### src/rtl/ic_pkg.sv
package ic_pkg;

    localparam int LVL_W      = 3;
    localparam int PRI_W      = 3;
    localparam int SLOT_W     = PRI_W + 1;
    localparam int NUM_FIXED  = 7;
    localparam int FIXED_SLOT = 4;
    localparam int VEC_W      = 8;

    localparam logic [VEC_W-1:0] VEC_BASE     = 8'd64;
    localparam logic [VEC_W-1:0] VEC_SPURIOUS = 8'd24;

    // word address map
    localparam int MASK_BASE  = 0;
    localparam int ACK_BASE   = 8;
    localparam int NUM_LVL    = 7;
    localparam int SWACK_ADDR = ACK_BASE + NUM_LVL;
    localparam int CTRL_BASE  = 64;

    typedef struct packed {
        logic [LVL_W-1:0] lvl;
        logic [PRI_W-1:0] pri;
    } src_cfg_t;

    // ordering key: level dominates, slot orders inside a level
    typedef struct packed {
        logic [LVL_W-1:0]  lvl;
        logic [SLOT_W-1:0] slot;
    } rank_t;

    // programmable priorities 4..7 move up one slot to leave room for the fixed source
    function automatic logic [SLOT_W-1:0] prio_to_slot(input logic [PRI_W-1:0] p);
        logic [SLOT_W-1:0] wide;
        wide = {1'b0, p};
        return (wide >= SLOT_W'(FIXED_SLOT)) ? wide + SLOT_W'(1) : wide;
    endfunction

endpackage

### src/rtl/ic_cfg_regs.sv
module ic_cfg_regs
    import ic_pkg::*;
#(
    parameter int NUM_SRC = 64,
    parameter int DATA_W  = 32,
    parameter int ADDR_W  = 7
) (
    input  logic                       clk,
    input  logic                       rst,
    input  logic                       wr_en,
    input  logic [ADDR_W-1:0]          addr,
    input  logic [DATA_W-1:0]          wdata,
    output logic [NUM_SRC-1:0]         mask,
    output src_cfg_t [NUM_SRC-1:0]     cfg,
    output logic [DATA_W-1:0]          cfg_rdata
);
    localparam int MASK_WORDS = NUM_SRC / DATA_W;
    localparam int SRC_W      = $clog2(NUM_SRC);
    localparam int CFG_W      = LVL_W + PRI_W;

    logic [DATA_W-1:0] mask_q [MASK_WORDS];
    logic [SRC_W-1:0]  cfg_sel;

    for (genvar w = 0; w < MASK_WORDS; w++) begin : g_mask
        always_ff @(posedge clk) begin
            if (rst) begin
                mask_q[w] <= '1;
            end else if (wr_en && int'(addr) == MASK_BASE + w) begin
                mask_q[w] <= wdata;
            end
        end
        assign mask[w*DATA_W +: DATA_W] = mask_q[w];
    end

    for (genvar s = 0; s < NUM_SRC; s++) begin : g_cfg
        if (s <= NUM_FIXED) begin : g_fixed
            assign cfg[s] = '0;
        end else begin : g_prog
            src_cfg_t cfg_q;
            always_ff @(posedge clk) begin
                if (rst) begin
                    cfg_q <= '0;
                end else if (wr_en && int'(addr) == CTRL_BASE + s) begin
                    cfg_q <= src_cfg_t'(wdata[CFG_W-1:0]);
                end
            end
            assign cfg[s] = cfg_q;
        end
    end

    assign cfg_sel = addr[SRC_W-1:0];

    always_comb begin
        cfg_rdata = '0;
        for (int i = 0; i < MASK_WORDS; i++) begin
            if (int'(addr) == MASK_BASE + i) begin
                cfg_rdata = mask_q[i];
            end
        end
        if (int'(addr) >= CTRL_BASE && int'(addr) < CTRL_BASE + NUM_SRC) begin
            cfg_rdata = DATA_W'(cfg[cfg_sel]);
        end
    end

endmodule

### src/rtl/ic_rank_unit.sv
module ic_rank_unit
    import ic_pkg::*;
#(
    parameter int NUM_SRC = 64
) (
    input  logic [NUM_SRC-1:0]     req,
    input  logic [NUM_SRC-1:0]     mask,
    input  src_cfg_t [NUM_SRC-1:0] cfg,
    output logic [NUM_SRC-1:0]     elig,
    output rank_t [NUM_SRC-1:0]    rank
);
    for (genvar s = 0; s < NUM_SRC; s++) begin : g_src
        if (s == 0) begin : g_none
            logic unused_src0;
            assign unused_src0 = ^{req[s], mask[s], cfg[s]};
            assign elig[s] = 1'b0;
            assign rank[s] = '0;
        end else if (s <= NUM_FIXED) begin : g_fixed
            logic unused_fixed_cfg;
            assign unused_fixed_cfg = ^cfg[s];
            assign elig[s] = req[s] & ~mask[s];
            assign rank[s] = '{lvl: LVL_W'(s), slot: SLOT_W'(FIXED_SLOT)};
        end else begin : g_prog
            assign elig[s] = req[s] & ~mask[s] & (cfg[s].lvl != '0);
            assign rank[s] = '{lvl: cfg[s].lvl, slot: prio_to_slot(cfg[s].pri)};
        end
    end

endmodule

### src/rtl/ic_pick.sv
module ic_pick
    import ic_pkg::*;
#(
    parameter int NUM_SRC = 64,
    localparam int SRC_W  = $clog2(NUM_SRC)
) (
    input  logic [NUM_SRC-1:0]  elig,
    input  rank_t [NUM_SRC-1:0] rank,
    input  logic                filt_en,
    input  logic [LVL_W-1:0]    filt_lvl,
    output logic                found,
    output logic [SRC_W-1:0]    win_idx,
    output logic [LVL_W-1:0]    win_lvl
);
    rank_t best;

    // scanned from the top down; ">=" lets a lower index take over an equal key
    always_comb begin
        found   = 1'b0;
        win_idx = '0;
        best    = '0;
        for (int s = NUM_SRC - 1; s >= 0; s--) begin
            if (elig[s] && (!filt_en || rank[s].lvl == filt_lvl) &&
                (!found || rank[s] >= best)) begin
                found   = 1'b1;
                best    = rank[s];
                win_idx = SRC_W'(s);
            end
        end
        win_lvl = best.lvl;
    end

endmodule

### src/rtl/lvl_prio_intc.sv
module lvl_prio_intc
    import ic_pkg::*;
#(
    parameter int NUM_SRC = 64,
    parameter int DATA_W  = 32,
    localparam int ADDR_W = $clog2(CTRL_BASE + NUM_SRC),
    localparam int SRC_W  = $clog2(NUM_SRC)
) (
    input  logic               clk,
    input  logic               rst,
    input  logic [NUM_SRC-1:0] irq_req,
    input  logic               wr_en,
    input  logic [ADDR_W-1:0]  addr,
    input  logic [DATA_W-1:0]  wdata,
    output logic [DATA_W-1:0]  rdata,
    output logic [LVL_W-1:0]   irq_level
);
    logic [NUM_SRC-1:0]     mask;
    src_cfg_t [NUM_SRC-1:0] cfg;
    logic [DATA_W-1:0]      cfg_rdata;
    logic [NUM_SRC-1:0]     elig;
    rank_t [NUM_SRC-1:0]    rank;

    logic                   g_found;
    logic [SRC_W-1:0]       g_idx;
    logic [LVL_W-1:0]       g_lvl;
    logic                   q_found;
    logic [SRC_W-1:0]       q_idx;
    logic [LVL_W-1:0]       q_lvl_unused;

    logic                   is_lvl_ack;
    logic                   is_sw_ack;
    logic [LVL_W-1:0]       q_lvl;
    logic [VEC_W-1:0]       lvl_vec;
    logic [VEC_W-1:0]       sw_vec;
    logic [LVL_W-1:0]       irq_level_q;

    ic_cfg_regs #(
        .NUM_SRC (NUM_SRC),
        .DATA_W  (DATA_W),
        .ADDR_W  (ADDR_W)
    ) u_regs (
        .clk       (clk),
        .rst       (rst),
        .wr_en     (wr_en),
        .addr      (addr),
        .wdata     (wdata),
        .mask      (mask),
        .cfg       (cfg),
        .cfg_rdata (cfg_rdata)
    );

    ic_rank_unit #(.NUM_SRC(NUM_SRC)) u_rank (
        .req  (irq_req),
        .mask (mask),
        .cfg  (cfg),
        .elig (elig),
        .rank (rank)
    );

    ic_pick #(.NUM_SRC(NUM_SRC)) u_pick_all (
        .elig     (elig),
        .rank     (rank),
        .filt_en  (1'b0),
        .filt_lvl ('0),
        .found    (g_found),
        .win_idx  (g_idx),
        .win_lvl  (g_lvl)
    );

    // level acknowledge decode
    assign is_lvl_ack = (int'(addr) >= ACK_BASE) && (int'(addr) < ACK_BASE + NUM_LVL);
    assign is_sw_ack  = (int'(addr) == SWACK_ADDR);
    assign q_lvl      = is_lvl_ack ? LVL_W'(int'(addr) - ACK_BASE + 1) : '0;

    ic_pick #(.NUM_SRC(NUM_SRC)) u_pick_lvl (
        .elig     (elig),
        .rank     (rank),
        .filt_en  (1'b1),
        .filt_lvl (q_lvl),
        .found    (q_found),
        .win_idx  (q_idx),
        .win_lvl  (q_lvl_unused)
    );

    assign lvl_vec = q_found ? VEC_BASE + VEC_W'(q_idx) : VEC_SPURIOUS;
    assign sw_vec  = g_found ? VEC_BASE + VEC_W'(g_idx) : VEC_SPURIOUS;

    always_comb begin
        if (is_lvl_ack) begin
            rdata = DATA_W'(lvl_vec);
        end else if (is_sw_ack) begin
            rdata = DATA_W'(sw_vec);
        end else begin
            rdata = cfg_rdata;
        end
    end

    always_ff @(posedge clk) begin
        if (rst) begin
            irq_level_q <= '0;
        end else begin
            irq_level_q <= g_found ? g_lvl : '0;
        end
    end

    assign irq_level = irq_level_q;

endmodule

### config.mk
export PLATFORM = sky130hd
export DESIGN_NAME = lvl_prio_intc
export DESIGN_NICKNAME = d
export VERILOG_FILES = /design/src/rtl/ic_pkg.sv /design/src/rtl/ic_cfg_regs.sv /design/src/rtl/ic_rank_unit.sv /design/src/rtl/ic_pick.sv /design/src/rtl/lvl_prio_intc.sv
export SDC_FILE = /design/constraint.sdc
export NUM_CORES = 2
export LEC_CHECK = 0
export BUFFER_PORTS_ARGS = -buffer_cell sky130_fd_sc_hd__buf_4
export CORE_UTILIZATION = 35
export DETAILED_ROUTE_END_ITERATION = 12
export PLACE_DENSITY_LB_ADDON = 0.25
export SYNTH_ARGS = -nofsm -noshare
export SYNTH_HDL_FRONTEND = slang
export SYNTH_SLANG_ARGS = --single-unit
### constraint.sdc
create_clock -name clk -period 406.4 [get_ports clk]
set_input_delay 40.64 -clock clk [delete_from_list [all_inputs] [get_ports clk]]
set_output_delay 40.64 -clock clk [all_outputs]
set_load 0.02 [all_outputs]
Yosys cells after proc, flatten, opt, wreduce, memory -nomap -nowiden

Memories as Yosys holds them, arrays and structs flattened.
Cells that the tools add are included.

Flip-flop bits (word level): 339
Bits in writable memories: 64
Input port bits: 106
Output and inout bits: 35
Logic and storage cells: 1671
Memories kept: 1

Memories:

| memory        | words | bits a word | rd ports | clocked after Yosys merged registers in | write ports | RTL line          | source |
|---|---|---|---|---|---|---|---|
| u_regs.mask_q | 2     | 32          | 2        | 0                                       | 2           | ic_cfg_regs.sv:21 | `logic [DATA_W-1:0] mask_q [MASK_WORDS];` |

$add $sub $neg: 60
Order comparisons: 184
Eq/ne operators: 121
Mux-type cells: 453
Bitwise operators: 185
Reductions and logical operators: 553

Operators with widths:

| operator            | number |
|---|---|
| $mux 7              | 124 |
| $ge 7x7->1          | 110 |
| $mux 6              | 127 |
| $logic_and 1x1->1   | 246 |
| $add 3x1->4 const B | 56 |
| $mux 32             | 7 |
| $mux 4              | 56 |
| $eq 3x3->1          | 56 |
| $eq 7x7->1 const B  | 24 |
| $ge 3x3->1 const B  | 56 |
| $reduce_bool 3->1   | 56 |
| $mux 1              | 134 |
| $logic_not 1->1     | 124 |
| $logic_or 1x1->1    | 124 |
| $and 1x1->1         | 119 |
| $eq 7x6->1 const B  | 16 |
| $not 1->1           | 64 |
| $eq 7x5->1 const B  | 9 |
| $ge 7x7->1 const A  | 8 |
| $bmux 6 s6          | 1 |
| $eq 7x4->1 const B  | 4 |
| $ge 6x7->1 const A  | 4 |
| $add 7x6->8 const A | 2 |
| $mux 8              | 2 |
| 19 further kinds    | 27 |

Logic depth before layout (Yosys ltp)

Depth after elaboration: 257
Depth in mapped cells: 671

By module

A second synthesis with hierarchy kept.

Cells, all modules: 10394
Area, all modules: 76787.4 um^2

By module, submodules not included:

| module               | instances | cells an instance | area each (um^2) |
|---|---|---|---|
| ic_pick (u_pick_all) | 1         | 3681              | 26441.6 |
| ic_pick (u_pick_lvl) | 1         | 3812              | 25537.0 |
| ic_cfg_regs          | 1         | 1967              | 18260.0 |
| ic_rank_unit         | 1         | 850               | 5944.5 |
| lvl_prio_intc        | 1         | 84                | 604.3 |

Worst setup path after synthesis

No wires, ideal clock.

Path type: input -> output
Start point: input addr[1]
End point: output rdata[4]
Arrival: 144.646 ns
Required time: 365.760 ns
Path slack: 221.114 ns
Stages on the path: 555
Path buffers: 31
Cell sequence: buf_2 -> buf_1 -> clkbuf_1 -> inv_1 -> ha_1 -> clkinv_1 -> nor3_4 -> o22ai_1 -> nor2_1 -> nand2_1 -> ha_1 -> a21o_1 -> a21o_1 -> o21bai_1 -> o21ai_1 -> mux2_2 -> ha_1 -> a21o_1 -> [... 519 more ...] -> o31ai_2 -> ha_1 -> a21oi_1 -> nor2b_1 -> o21ai_0 -> nand2b_1 -> a21oi_1 -> nor2b_1 -> o21ai_0 -> nand3b_1 -> nand2_1 -> mux2_2 -> or2_1 -> nor3_1 -> a211o_1 -> nor3b_2 -> nand4_1 -> a21oi_1

Word-level cells in the longest chain between the ends: 257

RTL lines:

| what                                             | RTL line                                 | source |
|---|---|---|
| start: declaration                               | lvl_prio_intc.sv:13                      | `input logic [ADDR_W-1:0] addr,` |
| $sub 3x1->3 (tied with other cells)              | lvl_prio_intc.sv:74                      | `assign q_lvl = is_lvl_ack ? LVL_W'(int'(addr) - ACK_BASE + 1) : '0;` |
| $add 3x2->3 or $logic_and 1x1->1 (tied branches) | lvl_prio_intc.sv:74, lvl_prio_intc.sv:72 |  |
| $mux 3                                           | lvl_prio_intc.sv:74                      |  |
| $eq 3x3->1                                       | ic_pick.sv:23                            | `if (elig[s] && (!filt_en \|\| rank[s].lvl == filt_lvl) &&` |
| $logic_and 1x1->1                                | ic_pick.sv:23                            |  |
| $mux 7 or $mux 1 (tied branches)                 | ic_pick.sv:23                            |  |
| $ge 7x7->1 or $logic_not 1->1 (tied branches)    | ic_pick.sv:24                            | `(!found \|\| rank[s] >= best)) begin` |
| $logic_or 1x1->1                                 | ic_pick.sv:24                            |  |
| [... 241 more ...]                               | --                                       |  |
| $mux 7 or $mux 1 (tied branches)                 | ic_pick.sv:23                            |  |
| $ge 5x7->1 or $logic_not 1->1 (tied branches)    | ic_pick.sv:24                            |  |
| $logic_or 1x1->1                                 | ic_pick.sv:24                            |  |
| $logic_and 1x1->1                                | ic_pick.sv:23                            |  |
| $mux 6                                           | ic_pick.sv:23                            |  |
| $add 7x6->8                                      | lvl_prio_intc.sv:86                      | `assign lvl_vec = q_found ? VEC_BASE + VEC_W'(q_idx) : VEC_SPURIOUS;` |
| $mux 8                                           | lvl_prio_intc.sv:86                      |  |
| $mux 32 *                                        | lvl_prio_intc.sv:90                      | `if (is_lvl_ack) begin` |
| end: declaration                                 | lvl_prio_intc.sv:15                      | `output logic [DATA_W-1:0] rdata,` |

Mark *: on every way between the ends. The rest lies on a longest branch, timed or not. The select of a mux whose other input is x is not followed.

Final worst setup path

Start point: input addr[0]
End point: output rdata[4]

The elaborated chain is that of the path after synthesis.

==> impl_metrics.py <==
metrics = {
    "clock_network": {
        "worstSkewPairLatency_ns": 0.62,
        "cts_buffer_depth": 3,
        "cts.repair.resized": 0,
        "cts_tree": "done",
        "numCtsBuffers": 48,
        "clk_pin_slew_ns": 0.07,
        "ctsHtreeMaxLevel": 2,
        "cts-root-buf": "clkbuf_16",
        "postCtsHoldBufs": 0,
        "clock-sinks": 403,
        "post_cts_buffers": 0,
    },
    "grt": {
        "busiest_layer": "met2",
        "track_usage_pct": 26.0,
        "use_met2_pct": 41.3,
        "antenna_found_initial": 16,
        "grt_use_met3_pct": 3.53,
        "first_global_vias": 52500,
        "grt_pass1_wl_um": 336000,
        "grt_max_degree": 95,
        "grt-ovfl-total": 0,
        "use_met1_pct": 36.1,
    },
    "synthesis": {
        "ys_ff_latch": 403,
        "synthDistinctLibCells": 143,
        "netlist_area_mm2": 0.0580,
        "yosysSeqAreaShare_pct": 15.0,
        "async_reset_ff_share_pct": 0,
        "synth_top_area_share_pct": 17.0,
        "synth_edf_count": 64,
        "yosysWarningCount": 0,
        "synthCells": 7628,
        "syn_avg_cell_area_um2": 7.60,
        "yosys-top-cells-area": "ha_1, dfxtp_1, mux2i_1",
        "yosys.area.top_type": "ha_1",
        "synth_nets": 8524,
        "ys.flop_type": "dfxtp_1",
    },
    "floorplanning": {
        "start_util_pct": 35.2,
        "core_area_mm2": 0.165,
        "die_w_um": 409,
        "die_area_mm2": 0.167,
        "ios": 141,
        "die_h_um": 409,
        "fp-row-count": 149,
    },
    "worst_setup_path": {
        "critPathRequiredTime_ns": 365.76,
        "critPathMostFrequentCell": "a21oi_1",
        "cpPeakStageDelay_ns": 0.94,
        "critical-path-top-delay-family": "compound AO/OA/AOI/OAI gates",
        "crit_arrival_ns": 164.33,
        "cp_max_fo": 45,
        "start_kind": "input port",
        "crit_type": "input port to output pin",
        "crit_buf_inv": 27,
        "crit_slowest_cell": "a2111oi_0",
        "cp-end-kind": "output pin",
    },
    "sta": {
        "fin_crit_sh_pct": 50.4,
        "tns_ns": 0,
        "skew_ns": 0.0233,
        "slew_headroom_pct": 17.4,
        "slew_viol_final": 0,
        "rsz0062_at_grt": "false",
        "whs_ns": 0.536,
        "tightest_slew_ns": 1.23,
        "hold_viol": 0,
        "setup_viol": 0,
        "finalCriticalPeriod_ns": 204.97,
        "fmax_mhz": 4.88,
    },
    "final_layout": {
        "layout-drive-gt1-share_pct": 9.24,
        "area_delta_synth_final_pct": 7.90,
        "final_cell_mix": "ha_1, nor2_1, a21oi_1, nand2_1, inv_1",
        "final_common_cell": "ha_1",
        "final_nets": 8455,
        "final_cell_area_mm2": 0.0626,
        "fill_cells": 17100,
        "final_cells": 9790,
    },
    "power": {
        "comb_power_share_pct": 16.1,
        "switchingPower_mw": 0.0318,
        "p_leak_nw": 25.6,
        "swShare_pct": 30.1,
        "powerDensity_mw_per_mm2": 1.69,
        "clkPwrFrac_pct": 44.0,
        "p_int_mw": 0.0738,
        "p_seq_share_pct": 39.9,
        "peakVddDrop_mv": 0.00255,
    },
    "route": {
        "avgViaCountPerCell": 5.79,
        "finalWirelength_um": 227000,
        "first_iter_violations": 5305,
        "vias": 56600,
        "first_pass_iters": 6,
        "drc": 0,
        "post_drt_wl_per_cell_um": 23.2,
        "ant_nets": 0,
    },
    "placement": {
        "dpl_cell_area_mm2": 0.0609,
        "port_buffers": 139,
        "dp_hpwl_um": 182000,
        "place_congestion": 0.963,
        "dp_cells": 9698,
    },
    "status": {
        "status": "complete, no violations",
    },
    "min_path": {
        "hold_class": "flop to flop",
    },
    "run": {
        "cap_violations": 0,
    },
}
[worst register-to-register path, delay by kind of cell, from the launching register on]
kind	cells	cell delay (ns)
buffers and inverters	41	8.52
multiplexers	35	12.79
AO/OA/AOI/OAI	298	60.51
adder cells (fa/ha/maj)	56	15.46
flip-flops	1	0.38
AND/OR/NAND/NOR	232	20.97
[cells in the mapped netlist, types with 13 or more instances]
master / count
nand3_1: 208
buf_1: 29
and2_1: 73
o21ai_1: 52
and3_1: 95
nand2_1: 658
buf_4: 40
nor4_1: 30
nand4_1: 46
o31a_1: 27
nor2b_1: 251
o21a_1: 77
mux2_2: 138
nor3_1: 137
a211oi_1: 34
inv_1: 536
xnor2_1: 197
buf_2: 29
a21oi_1: 659
a211o_1: 24
o211ai_1: 62
or3_1: 95
o2111ai_1: 17
a31oi_1: 58
a31o_2: 22
nand3b_1: 13
nor2_1: 721
mux4_2: 102
a21boi_0: 27
dfxtp_1: 339
nand2b_1: 226
clkbuf_1: 224
edfxtp_1: 64
o31ai_1: 62
a22o_1: 31
a21o_1: 126
ha_1: 790
o21ai_0: 476
or2_2: 29
nor3b_1: 61
mux2i_1: 356
xor2_1: 25
[power by group through the flow]
| stage | registers (mW) | clock network, mW | logic (mW) |
|---|---|---|---|
| 2_1_floorplan | 0.0421 | 0 | 0.0109 |
| 3_3_place_gp | 0.0431 | 0 | 0.0164 |
| 3_5_place_dp | 0.0431 | 0 | 0.0166 |
| 4_1_cts | 0.0422 | 0.0468 | 0.0167 |
| 5_1_grt | 0.0422 | 0.0485 | 0.0184 |
| 6_report | 0.0422 | 0.0465 | 0.0170 |
[cells by family (layout without fill, tap and decap cells)]
group / after synthesis / in the layout / synth area share [%]
buf+inv: 876 / 845 / 6.12
other cells: 0 / 4 / 0
flops: 403 / 403 / 15.0
simple gates: 2719 / 2719 / 23.2
mux: 607 / 607 / 13.1
fa+ha+maj: 803 / 803 / 17.3
xor+xnor: 223 / 223 / 3.38
compound gates: 1997 / 1997 / 21.9
[stage by stage]
step / utilization, % / setup WS (ns) / total power, mW
6_report: 38.0 / 201.43 / 0.106
5_1_grt: 38.0 / 192.05 / 0.109
4_1_cts: 38.0 / 202.83 / 0.106
3_5_place_dp: 37.0 / 203.20 / 0.0597
3_3_place_gp: 37.0 / 204.21 / 0.0595
2_1_floorplan: - / 221.11 / 0.0530
[registers in the layout (all words and copies together) (netlist names)]
register and cells:
u_regs.cfg 336, u_regs.mask_q 64, irq_level 3
[final cells by class]
| cell class | instances | area, um^2 | area share (%) |
|---|---|---|---|
| Antenna cell | 4 | 10.0 | 0.0160 |
| Clock buffer | 67 | 1380 | 2.20 |
| Clock inverter | 21 | 263 | 0.420 |
| Inverter | 542 | 2030 | 3.25 |
| Multi-Input combinational cell | 6349 | 45800 | 73.2 |
| Sequential cell | 403 | 8710 | 13.9 |
| Tap cell | 2189 | 2740 | 4.38 |
| Timing Repair Buffer | 215 | 1630 | 2.60 |
[metal layers]
| layer | share of wire (%) | routed length, um | vias up |
|---|---|---|---|
| met5 | 0.030 | 69 | - |
| met4 | 3.3 | 7490 | 10 |
| met3 | 7.4 | 16900 | 293 |
| met2 | 44 | 100000 | 1885 |
| met1 | 45 | 102000 | 27100 |
| li1 | - | - | 27300 |
[path summary, 6_finish.rpt]
kind	startpoint	endpoint	slack [ns]	cells past startpoint
worst max-delay path	addr[0]	rdata[4]	201.43	537
worst min-delay path	u_regs.cfg[97]	u_regs.cfg[97]	0.54	2
worst max register to register	u_regs.mask_q[1][31]	irq_level[0]	287.73	662
worst min register to register	u_regs.cfg[97]	u_regs.cfg[97]	0.54	2
No activity file was read; power rests on OpenSTA's default activity.
